**config.mk**
```make
export PLATFORM = sky130hd
export DESIGN_NAME = ls_agu
export DESIGN_NICKNAME = d
export VERILOG_FILES = /design/src/rtl/ls_agu_pkg.sv /design/src/rtl/ls_agu_offset.sv /design/src/rtl/ls_agu_addsub.sv /design/src/rtl/ls_agu_select.sv /design/src/rtl/ls_agu.sv
export SDC_FILE = /design/constraint.sdc
export NUM_CORES = 1
export LEC_CHECK = 0
export BUFFER_PORTS_ARGS = -buffer_cell sky130_fd_sc_hd__buf_4
export CAP_MARGIN = 20
export CORE_ASPECT_RATIO = 1.25
export CORE_MARGIN = 4
export CORE_UTILIZATION = 60
export DETAILED_ROUTE_END_ITERATION = 16
export GPL_TIMING_DRIVEN = 0
export PLACE_DENSITY_LB_ADDON = 0.12
export REMOVE_ABC_BUFFERS = 1
export SYNTH_ARGS = -nofsm -noshare
export SYNTH_HDL_FRONTEND = slang
export SYNTH_SLANG_ARGS = --single-unit
export TNS_END_PERCENT = 5
```
**constraint.sdc**
```tcl
create_clock -name clk -period 10.8 [get_ports clk]
set_input_delay 0.54 -clock clk [delete_from_list [all_inputs] [get_ports clk]]
set_output_delay 0.54 -clock clk [all_outputs]
set_load 0.02 [all_outputs]
```
**src/rtl/ls_agu_pkg.sv**
```systemverilog
package ls_agu_pkg;
  typedef enum logic [1:0] {
    IDX_PLAIN = 2'b00,
    IDX_PRE   = 2'b01,
    IDX_POST  = 2'b10,
    IDX_RSVD  = 2'b11
  } idx_mode_e;
endpackage

```
**src/rtl/ls_agu_offset.sv**
```systemverilog
module ls_agu_offset #(
  parameter int DATA_W = 32,
  localparam int SH_W = $clog2(DATA_W)
) (
  input  logic [DATA_W-1:0] imm,
  input  logic [DATA_W-1:0] idx,
  input  logic              use_reg,
  input  logic [SH_W-1:0]   shamt,
  output logic [DATA_W-1:0] offset
);
  logic [DATA_W-1:0] scaled;
  always_comb begin
    scaled = idx << shamt;
    offset = use_reg ? scaled : imm;
  end
endmodule

```
**src/rtl/ls_agu_addsub.sv**
```systemverilog
module ls_agu_addsub #(
  parameter int DATA_W = 32
) (
  input  logic [DATA_W-1:0] base,
  input  logic [DATA_W-1:0] offset,
  input  logic              sub,
  output logic [DATA_W-1:0] result
);
  always_comb begin
    if (sub) result = base - offset;
    else     result = base + offset;
  end
endmodule

```
**src/rtl/ls_agu_select.sv**
```systemverilog
module ls_agu_select
  import ls_agu_pkg::*;
#(
  parameter int DATA_W = 32
) (
  input  logic [1:0]        mode,
  input  logic [DATA_W-1:0] base,
  input  logic [DATA_W-1:0] sum,
  output logic [DATA_W-1:0] addr_d,
  output logic [DATA_W-1:0] base_d,
  output logic              wb_d
);
  idx_mode_e m;
  always_comb begin
    m = idx_mode_e'(mode);
    case (m)
      IDX_PRE: begin
        addr_d = sum;
        base_d = sum;
        wb_d   = 1'b1;
      end
      IDX_POST: begin
        addr_d = base;
        base_d = sum;
        wb_d   = 1'b1;
      end
      default: begin
        addr_d = sum;
        base_d = base;
        wb_d   = 1'b0;
      end
    endcase
  end
endmodule

```
**src/rtl/ls_agu.sv**
```systemverilog
module ls_agu #(
  parameter int DATA_W = 32,
  localparam int SH_W = $clog2(DATA_W)
) (
  input  logic              clk,
  input  logic              rst,
  input  logic              in_valid,
  input  logic [DATA_W-1:0] base,
  input  logic [DATA_W-1:0] imm,
  input  logic [DATA_W-1:0] idx,
  input  logic              use_reg,
  input  logic [SH_W-1:0]   shamt,
  input  logic              sub,
  input  logic [1:0]        mode,
  output logic              out_valid,
  output logic [DATA_W-1:0] addr,
  output logic [DATA_W-1:0] new_base,
  output logic              wb_en
);
  logic [DATA_W-1:0] offset;
  logic [DATA_W-1:0] sum;
  logic [DATA_W-1:0] addr_d;
  logic [DATA_W-1:0] base_d;
  logic              wb_d;

  ls_agu_offset #(.DATA_W(DATA_W)) u_offset (
    .imm(imm), .idx(idx), .use_reg(use_reg), .shamt(shamt), .offset(offset)
  );

  ls_agu_addsub #(.DATA_W(DATA_W)) u_addsub (
    .base(base), .offset(offset), .sub(sub), .result(sum)
  );

  ls_agu_select #(.DATA_W(DATA_W)) u_select (
    .mode(mode), .base(base), .sum(sum),
    .addr_d(addr_d), .base_d(base_d), .wb_d(wb_d)
  );

  always_ff @(posedge clk) begin
    if (rst) begin
      out_valid <= 1'b0;
      wb_en     <= 1'b0;
      addr      <= '0;
      new_base  <= '0;
    end else begin
      out_valid <= in_valid;
      wb_en     <= in_valid & wb_d;
      if (in_valid) begin
        addr     <= addr_d;
        new_base <= base_d;
      end
    end
  end
endmodule

```
==> flow_summary.ini <==
[timing]
hold_viol_final = 0
period_minus_slack_ns = 6.68
max_freq_ghz = 0.150
slew_headroom = 0.296
drv_slew = 0
setup_violations = 0
worst_pin_slew_ns = 1.05
rsz0062_at_grt = no
skew_ns = 0
period_share = 0.618
fin_ws_ns = 4.12
fin_tns_setup_ns = 0

[global_route]
track_usage = 0.319
grt_pass1_vias = 7696
grt_overflow = 0
antenna_found_initial = 0
grt_pass1_wl_um = 37700
grt_max_degree = 127

[setup_path]
rr_endpoint = new_base[31]$_SDFFE_PP0P_
arrival_ns = 6.91
crit_chain = buf_4, clkinv_1, o21ai_0, o21ai_0, a2111oi_1, nand2_1, nor3_1, and2_1, a21oi_1, xor2_1, ha_1, a21oi_1, o21ai_0, a221oi_1, o211ai_1, o311ai_0, a21oi_1, a31oi_1, xnor3_1, a211o_1
startpoint = shamt[2]
worstPathMaxFanout = 38
end_kind = flop
worstReg2RegStart = new_base[31]$_SDFFE_PP0P_
worst-r2r-cell-count = 2
crit_path_top_delay_cell = a2111oi_1
crit_required_ns = 11.03
path_class = in2reg
ff2ff_setup_slack_ns = 10.01
cp-start-kind = input pin
path_buf_inv = 2
cp_slowest_stage_delay_ns = 0.93
cp_top_family = compound AO/OA/AOI/OAI gates

[floorplanning]
rows = 45
ios = 174
die_area_um2 = 14500
die_h_um = 134
start_util = 0.619
die_x_um = 109
core_region_area_um2 = 12300

[cts]
htree_levels = 3
cts_tree = yes
cts-hold-fix-buffers = 0
root_buffer = clkbuf_16
clock_path_buffers = 2
clkTransAtPathRegs_ns = 0.06
cts.sink_count = 66
cts_resized = 0
cts_setup_buffers = 0
clock_latency_ns = 0.35
numCtsBuffers = 9

[synthesis]
yosysMostFrequentCell = nor2_1
synthCells = 957
ys_ff_latch = 66
yosysTopAreaCell = dfxtp_1
ys.flop_type = dfxtp_1
synth_area_leaders = dfxtp_1 (17%), mux4_2 (10%), mux2i_1 (7.1%), nor2_1 (5.7%), ha_1 (5.4%)
synth_area_per_cell_um2 = 7.94
syn_area_um2 = 7600
synth_edf_count = 0
async_flop_share = 0
synthTopCellsByCount = nor2_1 (115), nand2_1 (80), dfxtp_1 (66)
ys_seq_area_frac = 0.174
synth_warnings = 0
synth.distinct_cells = 74
synth.top_cell.area_share = 0.174

[routing]
routed-via-count = 8065
route.detailed.drc = 0
wl_per_cell_um = 19.0
viasPerCell = 6.48
postRouteAntennaNets = 0
wirelength_um = 23600
drtPass1Iterations = 5
drtIter0Drc = 565

[final_layout]
diodes = 0
seq_area_um2 = 1320
final_cell_count_no_fill = 1244
drive_gt1_frac = 0.228
stdcell_area_um2 = 9170
multi_input_area_um2 = 5890
syn_to_final_growth_pct = 20.6
fin_util = 0.747
fillers = 976
nets = 1217

[placed_design]
dpl_worst_slack_ns = 3.98
place_hpwl_um = 17900
numPortBuffers = 173
place_area_um2 = 8840
finalWeightedCongestion = 1.01
dpl.cell_count = 1227

[job]
drv_cap = 0

[hold_path]
min_from = base[19]
min_to = addr[19]$_SDFFE_PP0P_
holdPathStages = 3
hold_class = in2reg

[power_and_ir_drop]
ir_drop_mv = 0.0736
p_leak_uw = 0.00389
p_per_area_nw_per_um2 = 129

[status]
status = complete, no violations
## worst max path at each step
stage                                 to  cells after the start  slack [ns]
5_1_grt        new_base[31]$_SDFFE_PP0P_                     20        3.66
3_3_place_gp   new_base[31]$_SDFFE_PP0P_                     21        3.94
2_1_floorplan  new_base[31]$_SDFFE_PP0P_                     19        5.62
3_5_place_dp   new_base[31]$_SDFFE_PP0P_                     20        3.98
4_1_cts        new_base[31]$_SDFFE_PP0P_                     22        4.31
6_report       new_base[31]$_SDFFE_PP0P_                     20        4.12
## worst min-delay path, stage by stage
cell	delay (ns)
buf_4	0.12
nand2_1	0.05
a311oi_1	0.07
## per-stage QoR
| step | hold slack [ns] | total power [uW] |
|---|---|---|
| final | 0.479 | 1180 |
| after global routing | 0.497 | 1250 |
| after CTS | 0.482 | 1180 |
| after detailed placement | 0.471 | 871 |
| after global placement | 0.467 | 860 |
| after floorplan | 0.536 | 675 |
## routing by layer
metal | vias up | track usage | wire (um)
met5 | - | 0 | 0
met4 | 0 | 0.121 | 727
met3 | 57 | 0.0424 | 1690
met2 | 385 | 0.541 | 11700
met1 | 3787 | 0.409 | 9550
li1 | 3836 | - | -
## state kept, by name (all words and copies together), names as in the netlist
| signal | cells |
|---|---|
| addr | 32 |
| wb_en | 1 |
| out_valid | 1 |
| new_base | 32 |
## cells by family after synthesis
family                     count (synthesis)  synth area share
buffers and inverters                     95            0.0524
AOI/OAI and AO/OA                        289             0.262
adders and majority gates                 34            0.0570
DFF                                       66             0.174
and+or+nand+nor                          316             0.195
xor gates and xnor gates                  54            0.0640
muxes                                    103             0.196
## where the power goes
part	internal, uW	switching, uW
logic	255	335
registers	273	15.0
clock network	181	125
## cell usage in the layout, fill, tap and decap left out, types with 11 or more instances in the layout
| cell type | synthesis | routed |
|---|---|---|
| a211oi_1 | 39 | 39 |
| a21oi_1 | 60 | 60 |
| buf_4 | 2 | 173 |
| dfxtp_1 | 66 | 66 |
| ha_1 | 33 | 32 |
| inv_1 | 24 | 24 |
| mux2_2 | 11 | 11 |
| mux2i_1 | 54 | 54 |
| mux4_2 | 35 | 35 |
| nand2_1 | 80 | 80 |
| nand2b_1 | 17 | 17 |
| nor2_1 | 115 | 115 |
| nor2b_1 | 17 | 17 |
| nor3_1 | 26 | 26 |
| o211ai_1 | 21 | 21 |
| o21ai_0 | 61 | 61 |
| xnor2_1 | 28 | 28 |
| xor2_1 | 25 | 25 |
## layout make-up
cell class,instances,area share
Sequential cell,66,0.144
Multi-Input combinational cell,796,0.643
Tap cell,164,0.0224
Clock buffer,9,0.0246
Timing Repair Buffer,177,0.148
Inverter,25,0.0102
Clock inverter,7,0.00833
No activity file was read; power rests on OpenSTA's default activity.
